===== config.mk =====
export PLATFORM = sky130hd
export DESIGN_NAME = digscan_top
export DESIGN_NICKNAME = d
export VERILOG_FILES = /design/src/rtl/digscan_pkg.sv /design/src/rtl/digscan_sync.sv /design/src/rtl/digscan_ring.sv /design/src/rtl/digscan_mux.sv /design/src/rtl/digscan_blank.sv /design/src/rtl/digscan_top.sv
export SDC_FILE = /design/constraint.sdc
export NUM_CORES = 1
export LEC_CHECK = 0
export ABC_AREA = 1
export BUFFER_PORTS_ARGS = -buffer_cell sky130_fd_sc_hd__buf_2
export CAP_MARGIN = 5
export CORE_MARGIN = 8
export CORE_UTILIZATION = 35
export CTS_BUF_LIST = sky130_fd_sc_hd__clkbuf_8 sky130_fd_sc_hd__clkbuf_16
export CTS_CLUSTER_DIAMETER = 120
export DETAILED_ROUTE_END_ITERATION = 6
export HOLD_SLACK_MARGIN = 0.02
export PLACE_DENSITY = 0.65
export SLEW_MARGIN = 15
export SYNTH_ARGS = -nofsm -noshare
export SYNTH_HDL_FRONTEND = slang
export SYNTH_HIERARCHICAL = 1
export SYNTH_SLANG_ARGS = --single-unit

===== constraint.sdc =====
create_clock -name clk -period 1.2 [get_ports clk]
set_input_delay 0 -clock clk [delete_from_list [all_inputs] [get_ports clk]]
set_output_delay 0 -clock clk [all_outputs]
set_load 0.05 [all_outputs]

===== src/rtl/digscan_pkg.sv =====
package digscan_pkg;

    localparam int unsigned DIGITS_DEF  = 8;
    localparam int unsigned NIB_W_DEF   = 4;
    localparam int unsigned SYNC_DEF    = 2;

    typedef struct packed {
        logic [NIB_W_DEF-1:0] value;
        logic                 is_last;
    } digit_view_t;

    typedef struct packed {
        logic adv;
        logic hold;
    } scan_evt_t;

    function automatic logic nib_nonzero(input logic [NIB_W_DEF-1:0] v);
        return |v;
    endfunction

endpackage


===== src/rtl/digscan_sync.sv =====
module digscan_sync
    import digscan_pkg::*;
#(
    parameter int unsigned STAGES = SYNC_DEF
) (
    input  logic      clk,
    input  logic      rst,
    input  logic      scan_clk_i,
    input  logic      scan_rst_i,
    output scan_evt_t evt_o
);
    localparam int unsigned TOP = STAGES;

    logic [TOP:0]      clk_chain;
    logic [STAGES-1:0] rst_chain;

    always_ff @(posedge clk) begin
        if (rst) begin
            clk_chain <= '0;
            rst_chain <= '1;
        end else begin
            clk_chain <= {clk_chain[TOP-1:0], scan_clk_i};
            rst_chain <= {rst_chain[STAGES-2:0], scan_rst_i};
        end
    end

    always_comb begin
        evt_o.hold = rst_chain[STAGES-1];
        evt_o.adv  = clk_chain[TOP] & ~clk_chain[TOP-1] & ~rst_chain[STAGES-1];
    end

endmodule


===== src/rtl/digscan_ring.sv =====
module digscan_ring
    import digscan_pkg::*;
#(
    parameter int unsigned DIGITS = DIGITS_DEF
) (
    input  logic              clk,
    input  logic              rst,
    input  scan_evt_t         evt_i,
    output logic [DIGITS-1:0] strobe_o,
    output logic              wrap_o
);
    localparam logic [DIGITS-1:0] FIRST = {1'b1, {(DIGITS-1){1'b0}}};

    logic [DIGITS-1:0] ring_q;

    always_ff @(posedge clk) begin
        if (rst || evt_i.hold) begin
            ring_q <= FIRST;
        end else if (evt_i.adv) begin
            ring_q <= {ring_q[0], ring_q[DIGITS-1:1]};
        end
    end

    assign strobe_o = ring_q;
    assign wrap_o   = evt_i.adv & ring_q[0];

endmodule


===== src/rtl/digscan_mux.sv =====
module digscan_mux
    import digscan_pkg::*;
#(
    parameter int unsigned DIGITS = DIGITS_DEF,
    parameter int unsigned NIB_W  = NIB_W_DEF
) (
    input  logic [DIGITS*NIB_W-1:0] word_i,
    input  logic [DIGITS-1:0]       strobe_i,
    output digit_view_t             view_o
);
    logic [DIGITS-1:0][NIB_W-1:0] masked;

    for (genvar k = 0; k < DIGITS; k++) begin : g_sel
        assign masked[k] = strobe_i[k] ? word_i[k*NIB_W +: NIB_W] : '0;
    end

    always_comb begin
        view_o.value = '0;
        for (int k = 0; k < DIGITS; k++) begin
            view_o.value = view_o.value | masked[k];
        end
        view_o.is_last = strobe_i[0];
    end

endmodule


===== src/rtl/digscan_blank.sv =====
module digscan_blank
    import digscan_pkg::*;
(
    input  logic        clk,
    input  logic        rst,
    input  logic        arm_i,
    input  digit_view_t view_i,
    input  logic        dp_i,
    input  logic        ovf_i,
    output logic        blank_o
);
    logic armed_q;
    logic release_c;

    assign release_c = nib_nonzero(view_i.value) | dp_i | ovf_i | view_i.is_last;

    always_ff @(posedge clk) begin
        if (rst) begin
            armed_q <= 1'b1;
        end else if (arm_i) begin
            armed_q <= 1'b1;
        end else if (release_c) begin
            armed_q <= 1'b0;
        end
    end

    assign blank_o = armed_q & ~release_c;

endmodule


===== src/rtl/digscan_top.sv =====
module digscan_top
    import digscan_pkg::*;
#(
    parameter int unsigned DIGITS = DIGITS_DEF,
    parameter int unsigned NIB_W  = NIB_W_DEF,
    parameter int unsigned SYNC   = SYNC_DEF
) (
    input  logic                    clk,
    input  logic                    rst,
    input  logic                    scan_clk_i,
    input  logic                    scan_rst_i,
    input  logic                    dp_i,
    input  logic                    ovf_i,
    input  logic [DIGITS*NIB_W-1:0] bcd_word_i,
    output logic [NIB_W-1:0]        bcd_o,
    output logic [DIGITS-1:0]       strobe_o,
    output logic                    blank_o
);
    scan_evt_t   evt;
    digit_view_t view;
    logic        wrap;
    logic        adv_w;
    logic        hold_w;

    digscan_sync #(.STAGES(SYNC)) u_sync (
        .clk        (clk),
        .rst        (rst),
        .scan_clk_i (scan_clk_i),
        .scan_rst_i (scan_rst_i),
        .evt_o      (evt)
    );

    digscan_ring #(.DIGITS(DIGITS)) u_ring (
        .clk      (clk),
        .rst      (rst),
        .evt_i    (evt),
        .strobe_o (strobe_o),
        .wrap_o   (wrap)
    );

    digscan_mux #(.DIGITS(DIGITS), .NIB_W(NIB_W)) u_mux (
        .word_i   (bcd_word_i),
        .strobe_i (strobe_o),
        .view_o   (view)
    );

    digscan_blank u_blank (
        .clk     (clk),
        .rst     (rst),
        .arm_i   (wrap | evt.hold),
        .view_i  (view),
        .dp_i    (dp_i),
        .ovf_i   (ovf_i),
        .blank_o (blank_o)
    );

    assign adv_w  = evt.adv;
    assign hold_w = evt.hold;
    assign bcd_o  = view.value;

endmodule


==> results of run 1 <==
## power breakdown
group / total (mW) / internal (mW) / switching (mW) / leakage (nW)
clock: 0.389 / 0.226 / 0.162 / 0.0269
combinational: 0.170 / 0.0818 / 0.0882 / 0.585
sequential: 0.459 / 0.455 / 0.00348 / 0.119
total: 1.02 / 0.763 / 0.254 / 0.732
## how the worst min path moves through the flow
| stage | cells after the start | from | to | slack, ns |
|---|---|---|---|---|
| floorplan | 1 | rst | u_sync/clk_chain[0]$_SDFF_PP0_ | 0.07 |
| global placement | 2 | scan_rst_i | u_sync/rst_chain[0]$_SDFF_PP1_ | 0.18 |
| detailed placement | 2 | scan_rst_i | u_sync/rst_chain[0]$_SDFF_PP1_ | 0.19 |
| CTS | 2 | rst | u_sync/clk_chain[1]$_SDFF_PP0_ | 0.02 |
| global route | 2 | rst | u_sync/clk_chain[1]$_SDFF_PP0_ | 0.04 |
| finish | 2 | rst | u_sync/clk_chain[2]$_SDFF_PP0_ | 0.02 |
## stage by stage
stage	instances	setup TNS (ns)	instance area, um^2	hold slack, ns	utilization
final	241	-0.248	1390	0.0228	0.624
after global routing	241	-0.483	1390	0.0377	0.624
after CTS	240	-0.301	1330	0.0250	0.593
after detailed placement	233	-0.0988	1240	0.191	0.554
after global placement	233	-0.0602	1240	0.180	0.554
after floorplan	149	-0.0794	915	0.0712	-
## metal layers
| layer | part of all wire | vias up | track usage |
|---|---|---|---|
| met5 | 0 | - | 0 |
| met1 | 0.43 | 444 | 0.122 |
| met4 | 0.016 | 0 | 0.0572 |
| li1 | - | 554 | - |
| met2 | 0.46 | 40 | 0.202 |
| met3 | 0.096 | 5 | 0.0515 |
## sequential cells by signal, summed over array words and instances, names as in the netlist
| register | flops |
|---|---|
| u_ring/strobe_o | 8 |
| u_sync/rst_chain | 2 |
| u_blank/armed_q | 1 |
| u_sync/clk_chain | 3 |
## worst register-to-register path: cells and delay by family (launching register included)
kind | cells | cell delay (ns)
AND/OR/NAND/NOR | 8 | 0.58
buffers and inverters | 2 | 0.19
flip-flops | 1 | 0.36
## cell families after synthesis
logic type | count (synthesis)
AND/OR/NAND/NOR | 109
buffers and inverters | 26
flip-flops | 14
## Yosys cell counts
cell,number
buf_6,2
nand2_1,74
buf_4,2
nor2_4,1
dfxtp_1,14
or2_1,2
nand3_1,1
inv_2,1
inv_1,21
nor2_2,1
nor2_1,28
nand2_2,2
## what timing repair did
item	in CTS	in global routing
setup buffers	1	1
endpoints found under the hold margin	2	0
pin swaps	3	10
resized for setup	4	21
endpoints found under the setup margin	1	6
hold buffers	2	0
## final cells by class
| class | instances | area (um^2) |
|---|---|---|
| multi-input combinational | 109 | 538 |
| timing repair buffer | 64 | 379 |
| fill | 214 | 840 |
| sequential | 14 | 310 |
| inverter | 22 | 86.3 |
| clock inverter | 1 | 3.75 |
| tap | 28 | 35.0 |
| clock buffer | 3 | 41.3 |
==> flow_metrics.tcl, run 1 <==
set metrics [dict create \
    crit_family "simple AND/OR/NAND/NOR gates" \
    powerDensity_nw_per_um2 730 \
    dp_hpwl_um 1990 \
    outcome "finished with violations" \
    synth_area_leaders "dfxtp_1 34%, nand2_1 33%, nor2_1 13%" \
    pre_cts_slack_ns -0.0988 \
    path_common_cell "nand2_1" \
    synth-simple-area-share 0.518 \
    hold_viol 0 \
    yosysTopAreaCell "dfxtp_1" \
    maxSlewViolCount 0 \
    worstSetupStartpointType "flop" \
    row_count 17 \
    via_per_inst 4.33 \
    hold_class "input pin to flop" \
    antenna_left 0 \
    syn_area_um2 831 \
    synthAdderAreaFrac 0 \
    io_pins 51 \
    cts-root-buf "clkbuf_8" \
    r2r-end "u_blank/armed_q$_SDFFE_PP1P_" \
    avgSynthCellArea_um2 5.58 \
    cts_sinks 14 \
    endpoint "blank_o" \
    htreeDepth 1 \
    finalSetupViolations 3 \
    antenna_found_initial 0 \
    power_leakage_nw 0.732 \
    max_cap_violations 0 \
    cp_slowest_cell "dfxtp_4" \
    io_buffers 50 \
    failed_checks "negative setup slack" \
    synth_top_family_by_area "simple AND/OR/NAND/NOR gates" \
    fin_crit_sh 1.19 \
    synth-seq-cells 14 \
    syn_inst 149 \
    grt_overflow 0 \
    rrSetupSlack_ns 0 \
    die_area_um2 4190 \
    critical_path_arrival_ns 1.43 \
    worst_slew_pin_slew_ns 0.256 \
    r2r_cells 10 \
    diodes 0 \
    cts_tree "done" \
    clock.fmax_mhz 699 \
    fin_nets 252 \
    vias 1043 \
    worst_slack_ns -0.230 \
    clockBufferDepth 2 \
    total_power_mw 1.02 \
    fp.dieH_um 64.7 \
    initial_core_util 0.372 \
    insertion_delay_ns 0.25 \
    synth_warnings 6 \
    synth_top_area_frac 0.337 \
    synth_compound_area_frac 0 \
    drcViolationCount 0 \
    yosysSeqAreaShare 0.337 \
    required_ns 1.20 \
    crit_chain "nand2_1, nand2_1, nor2_2, nand2_4, inv_2, nand2_1, nor2_1, nand2_1, clkinvlp_4, buf_8" \
    syn_to_final_growth_pct 67.8 \
    synth_cell_types 12 \
    syn-num-nets 187 \
    r2r-start "u_ring/strobe_o[4]$_SDFFE_PP0P_" \
    drt-total-wl_um 2500 \
    criticalPathCategory "flop to output pin" \
    dr.pass1.iters 4 \
    drt_iter0_markers 41 \
    track_usage 0.118 \
    core_um2 2230 \
    cp-startpoint "u_ring/strobe_o[4]$_SDFFE_PP0P_" \
    cts-buffers-inserted 3 \
    timing.critical_path.to_type "output pin" \
    cp_num_buf_inv 3 \
    drive_gt1_frac 0.507 \
    slew_headroom 0.831 \
    max_stage_delay_ns 0.36 \
    grt_pass1_vias 978 \
    grt_pass1_wl_um 4060 \
    dieWidth_um 64.7 \
    layout_commonest_cell "nand2_1" \
    cp_num_cells 10 \
    grt_max_degree 9 \
    crit_fanout 6 \
    wl_per_cell_um 10.4 \
    fin_crit_ns 1.43 \
    rsz0062_at_grt "true" \
    skew_ns 0.00573 \
    clk_pin_slew_ns 0.06 \
    synthXorXnorAreaFrac 0 \
    final_cell_mix "57 x nand2_1, 47 x buf_2, 20 x nor2_1" \
    muxShareOfSynthArea 0 \
    place.gp.congestion 0.823 \
    peakVddDrop_mv 0.856 \
]
Power figures use the tool's default switching activity.
==> run 2: changes to the inputs <==
Settings changed: CORE_UTILIZATION 35 to 25, PLACE_DENSITY 0.65 to 0.49.
==> run 2 against run 1 <==
  * Clock power up 16%
  * First-iteration DRC count down 61%
  * Critical path depth unchanged
  * Flip-flop and latch count unchanged
  * Non-clock buffer count up 4
  * Critical path type unchanged
  * The run still ends with negative setup slack left
==> flow_metrics.tcl, run 2 (synthesized netlist as in run 1, its figures left out) <==
set metrics [dict create \
    outcome "finished with violations" \
    failed_checks "negative setup slack" \
    critical_path_arrival_ns 1.44 \
    dp_hpwl_um 2120 \
    max_cap_violations 0 \
    syn_to_final_growth_pct 88.3 \
    fin_crit_ns 1.44 \
    htreeDepth 1 \
    fin_crit_sh 1.20 \
    diodes 0 \
    crit_fanout 5 \
    grt_pass1_vias 923 \
    drt-total-wl_um 2680 \
    fin_nets 256 \
    worst_slack_ns -0.241 \
    dr.pass1.iters 4 \
    io_pins 51 \
    fp.dieH_um 73.6 \
    powerDensity_nw_per_um2 713 \
    holdPathStages 7 \
    cts-buffers-inserted 3 \
    vias 1062 \
    r2r_cells 10 \
    r2r-end "u_blank/armed_q$_SDFFE_PP1P_" \
    worst_slew_pin_slew_ns 0.261 \
    layout_commonest_cell "buf_2" \
    min_from "dp_i" \
    clock.fmax_mhz 694 \
    peakVddDrop_mv 0.495 \
    io_buffers 50 \
    grt_pass1_wl_um 4000 \
    slew_headroom 0.827 \
    r2r-start "u_ring/strobe_o[6]$_SDFFE_PP0P_" \
    drive_gt1_frac 0.636 \
    final_cell_mix "46 x buf_2, 39 x nand2_2, 33 x nand2_1" \
    row_count 21 \
    drcViolationCount 0 \
    grt_overflow 0 \
    insertion_delay_ns 0.24 \
    power_leakage_nw 0.774 \
    cts_sinks 14 \
    cts-root-buf "clkbuf_8" \
    wl_per_cell_um 10.2 \
    timing.critical_path.to_type "output pin" \
    hold-path-endpoint "u_blank/armed_q$_SDFFE_PP1P_" \
    antenna_left 0 \
    hold_viol 0 \
    drt_iter0_markers 16 \
    clockBufferDepth 2 \
    grt_max_degree 9 \
    die_area_um2 5420 \
    largest_register_ffs 8 \
    criticalPathCategory "flop to output pin" \
    rrSetupSlack_ns 0.01 \
    place.gp.congestion 0.739 \
    via_per_inst 4.04 \
    antenna_found_initial 0 \
    initial_core_util 0.255 \
    maxSlewViolCount 0 \
    core_um2 3260 \
    dieWidth_um 73.6 \
    hold_class "input pin to flop" \
    total_power_mw 1.11 \
    finalSetupViolations 2 \
    worstSetupStartpointType "flop" \
    fin_area_um2 1560 \
    required_ns 1.20 \
    placed_cell_area_um2 1280 \
    clk_pin_slew_ns 0.06 \
    rsz0062_at_grt "true" \
    track_usage 0.0938 \
    skew_ns 0.00107 \
    fillers 353 \
    cts_tree "done" \
]
run 2: per-stage QoR:
stage | setup TNS, ns | setup WS (ns) | hold WS (ns) | std cells | util
6_report | -0.257 | -0.241 | 0.225 | 263 | 0.480
4_1_cts | -0.440 | -0.271 | 0.255 | 262 | 0.431
2_1_floorplan | -0.0794 | -0.0794 | 0.0712 | 149 | -
5_1_grt | -0.440 | -0.294 | 0.255 | 263 | 0.480
3_3_place_gp | -0.0801 | -0.0761 | 0.177 | 254 | 0.394
3_5_place_dp | -0.167 | -0.122 | 0.181 | 254 | 0.394
run 2: where the power goes:
group	total (mW)	leakage, nW	internal, mW	switching, mW
registers	0.458	0.119	0.455	0.00312
logic	0.203	0.626	0.103	0.100
clock network	0.453	0.0288	0.290	0.163
total	1.11	0.774	0.848	0.266
run 2: how the worst max path moves through the flow:
stage / start / end / slack, ns
2_1_floorplan: u_ring/strobe_o[2]$_SDFFE_PP0P_ / blank_o / -0.08
3_3_place_gp: u_ring/strobe_o[2]$_SDFFE_PP0P_ / blank_o / -0.08
3_5_place_dp: u_ring/strobe_o[3]$_SDFFE_PP0P_ / blank_o / -0.12
4_1_cts: u_ring/strobe_o[1]$_SDFFE_PP0P_ / blank_o / -0.27
5_1_grt: u_ring/strobe_o[6]$_SDFFE_PP0P_ / blank_o / -0.29
6_report: u_ring/strobe_o[6]$_SDFFE_PP0P_ / blank_o / -0.24
run 2: critical path, cell delays in order (launching register included):
cell	delay, ns
dfxtp_4	0.37
nand2_2	0.07
nand2_2	0.06
nor2_4	0.14
nand2_4	0.06
inv_2	0.04
nand2_2	0.05
nor2_2	0.10
nand2_2	0.09
clkinvlp_4	0.08
buf_8	0.14
run 2: repair_timing:
item | CTS | global route
gates resized for setup | 9 | 53
endpoints found under the hold margin | 4 | 0
endpoints found under the setup margin | 3 | 6
hold buffers | 3 | 0
pin swaps | 9 | 26
buffers inserted | 2 | 3
run 2: layout make-up:
class                   instances  area (um^2)  share of cell area
multi-input cells             109          618               0.395
repair buffers                 68          437               0.279
flip-flops and latches         14          310               0.198
inverters                      22         86.3              0.0552
well taps                      46         57.6              0.0368
clock buffers                   4         55.1              0.0352
run 2: per-layer routing:
metal	routed length, um	track usage	vias to the layer above
li1	-	-	560
met1	1050	0.102	454
met2	1260	0.147	44
met3	329	0.0423	4
met4	40	0.0532	0
met5	0	0	-
==> run 3: changes to the inputs <==
Clock period 1.2 ns to 1.7 ns, I/O delays scaled along.
==> run 3 against run 2 <==
  * The flow now finishes without violations
  * Hold slack lost 0.20 ns
  * Register-to-register slack better by 0.60 ns
  * Combinational power down 51%
  * Wire length is 10% lower
  * Worst setup slack improved by 0.45 ns
==> flow_metrics.tcl, run 3 (synthesized netlist as in run 1, its figures left out) <==
set metrics [dict create \
    via_per_inst 3.79 \
    crit_family "simple AND/OR/NAND/NOR gates" \
    grt_max_degree 16 \
    insertion_delay_ns 0.24 \
    die_area_um2 5420 \
    drt_iter0_markers 28 \
    skew_ns 0.00161 \
    final_cell_mix "74 x nand2_1, 49 x buf_2, 27 x nor2_1" \
    htreeDepth 1 \
    max_cap_violations 0 \
    clock.fmax_mhz 669 \
    cts_sinks 14 \
    timing.critical_path.to_type "output pin" \
    row_count 21 \
    fin_crit_ns 1.49 \
    r2r-end "u_blank/armed_q$_SDFFE_PP1P_" \
    rrSetupSlack_ns 0.61 \
    r2r-start "u_ring/strobe_o[0]$_SDFFE_PP0P_" \
    diodes 0 \
    fin_crit_sh 0.879 \
    peakVddDrop_mv 0.341 \
    cp_slowest_cell "dfxtp_2" \
    place.gp.congestion 0.785 \
    critical_path_arrival_ns 1.49 \
    rsz0062_at_grt "false" \
    maxSlewViolCount 0 \
    antenna_left 0 \
    drcViolationCount 0 \
    worstSetupStartpointType "flop" \
    crit_chain "nand2_1, nand2_1, nor2_1, nand2_1, inv_1, nand2_1, nor2_1, nand2_1, clkinvlp_4, clkbuf_4" \
    layout_commonest_cell "nand2_1" \
    path_common_cell "nand2_1" \
    drt-total-wl_um 2400 \
    clk_pin_slew_ns 0.06 \
    dieWidth_um 73.6 \
    min_from "rst" \
    hold_class "input pin to flop" \
    slew_headroom 0.830 \
    io_pins 51 \
    vias 940 \
    tns_ns 0 \
    wl_per_cell_um 9.67 \
    track_usage 0.0909 \
    outcome "finished, final reports clean" \
    worst_slack_ns 0.205 \
    power_leakage_nw 0.657 \
    required_ns 1.70 \
    criticalPathCategory "flop to output pin" \
    cts_tree "done" \
    powerDensity_nw_per_um2 628 \
    holdPathStages 2 \
    syn_to_final_growth_pct 44.7 \
    crit_fanout 8 \
    antenna_found_initial 0 \
    largest_register_ffs 8 \
    hold_viol 0 \
    fin_nets 241 \
    r2r_cells 9 \
    dr.pass1.iters 4 \
    drive_gt1_frac 0.347 \
    io_buffers 50 \
    cp_num_buf_inv 3 \
    fillers 395 \
    pre_cts_slack_ns 0.374 \
    initial_core_util 0.255 \
    cts-root-buf "clkbuf_8" \
    grt_overflow 0 \
    grt_pass1_wl_um 3860 \
    max_stage_delay_ns 0.36 \
    worst_slew_pin_slew_ns 0.256 \
    fp.dieH_um 73.6 \
    cts-buffers-inserted 3 \
    dp_hpwl_um 1980 \
    finalSetupViolations 0 \
    grt_pass1_vias 903 \
    hold-path-endpoint "u_sync/clk_chain[1]$_SDFF_PP0_" \
    clockBufferDepth 2 \
    core_um2 3260 \
]
[run 3: what timing repair did]
item	in CTS	in global routing
hold buffers	2	0
gates resized for setup	0	2
hold endpoints to repair	2	0
setup endpoints to repair	0	1
setup buffers	0	0
[run 3: routing by layer]
metal	share of wire	GRT usage	vias to the layer above	routed length, um
li1	-	-	529	-
met1	0.44	0.100	367	1060
met2	0.39	0.146	40	929
met5	0	0	-	0
met4	0.013	0.0399	0	31
met3	0.16	0.0409	4	377
[run 3: power by group]
| group | internal (mW) | switching (mW) |
|---|---|---|
| registers | 0.334 | 0.00221 |
| clock network | 0.205 | 0.114 |
| logic | 0.0476 | 0.0526 |
[run 3: worst register-to-register path: cells and delay by family, from the launching register on]
family | cells | cell delay, ns
flops | 1 | 0.40
buf+inv | 1 | 0.04
simple gates | 8 | 0.55
[run 3: worst max-delay path by stage]
stage                                    startpoint  depth (start not counted)       to
finish              u_ring/strobe_o[0]$_SDFFE_PP0P_                         10  blank_o
global route        u_ring/strobe_o[4]$_SDFFE_PP0P_                         10  blank_o
CTS                 u_ring/strobe_o[4]$_SDFFE_PP0P_                         10  blank_o
detailed placement  u_ring/strobe_o[4]$_SDFFE_PP0P_                         10  blank_o
global placement    u_ring/strobe_o[0]$_SDFFE_PP0P_                         10  blank_o
floorplan           u_ring/strobe_o[0]$_SDFFE_PP0P_                          9  blank_o
[run 3: through the flow]
stage	hold slack [ns]	cell area, um^2	power, mW	util	instances
after floorplan	0.0712	845	0.389	-	149
after global placement	0.179	1120	0.442	0.344	242
after detailed placement	0.179	1120	0.441	0.344	242
after CTS	0.0283	1200	0.771	0.368	248
after global routing	0.0419	1200	0.798	0.369	248
final	0.0257	1200	0.755	0.369	248
[run 3: cell type report]
cell class	instances	area, um^2	share of cell area
inverter	22	86.3	0.0718
timing repair buffer	53	280	0.233
clock buffer	4	55.1	0.0458
tap	46	57.6	0.0479
sequential	14	290	0.241
multi-input combinational	109	433	0.360
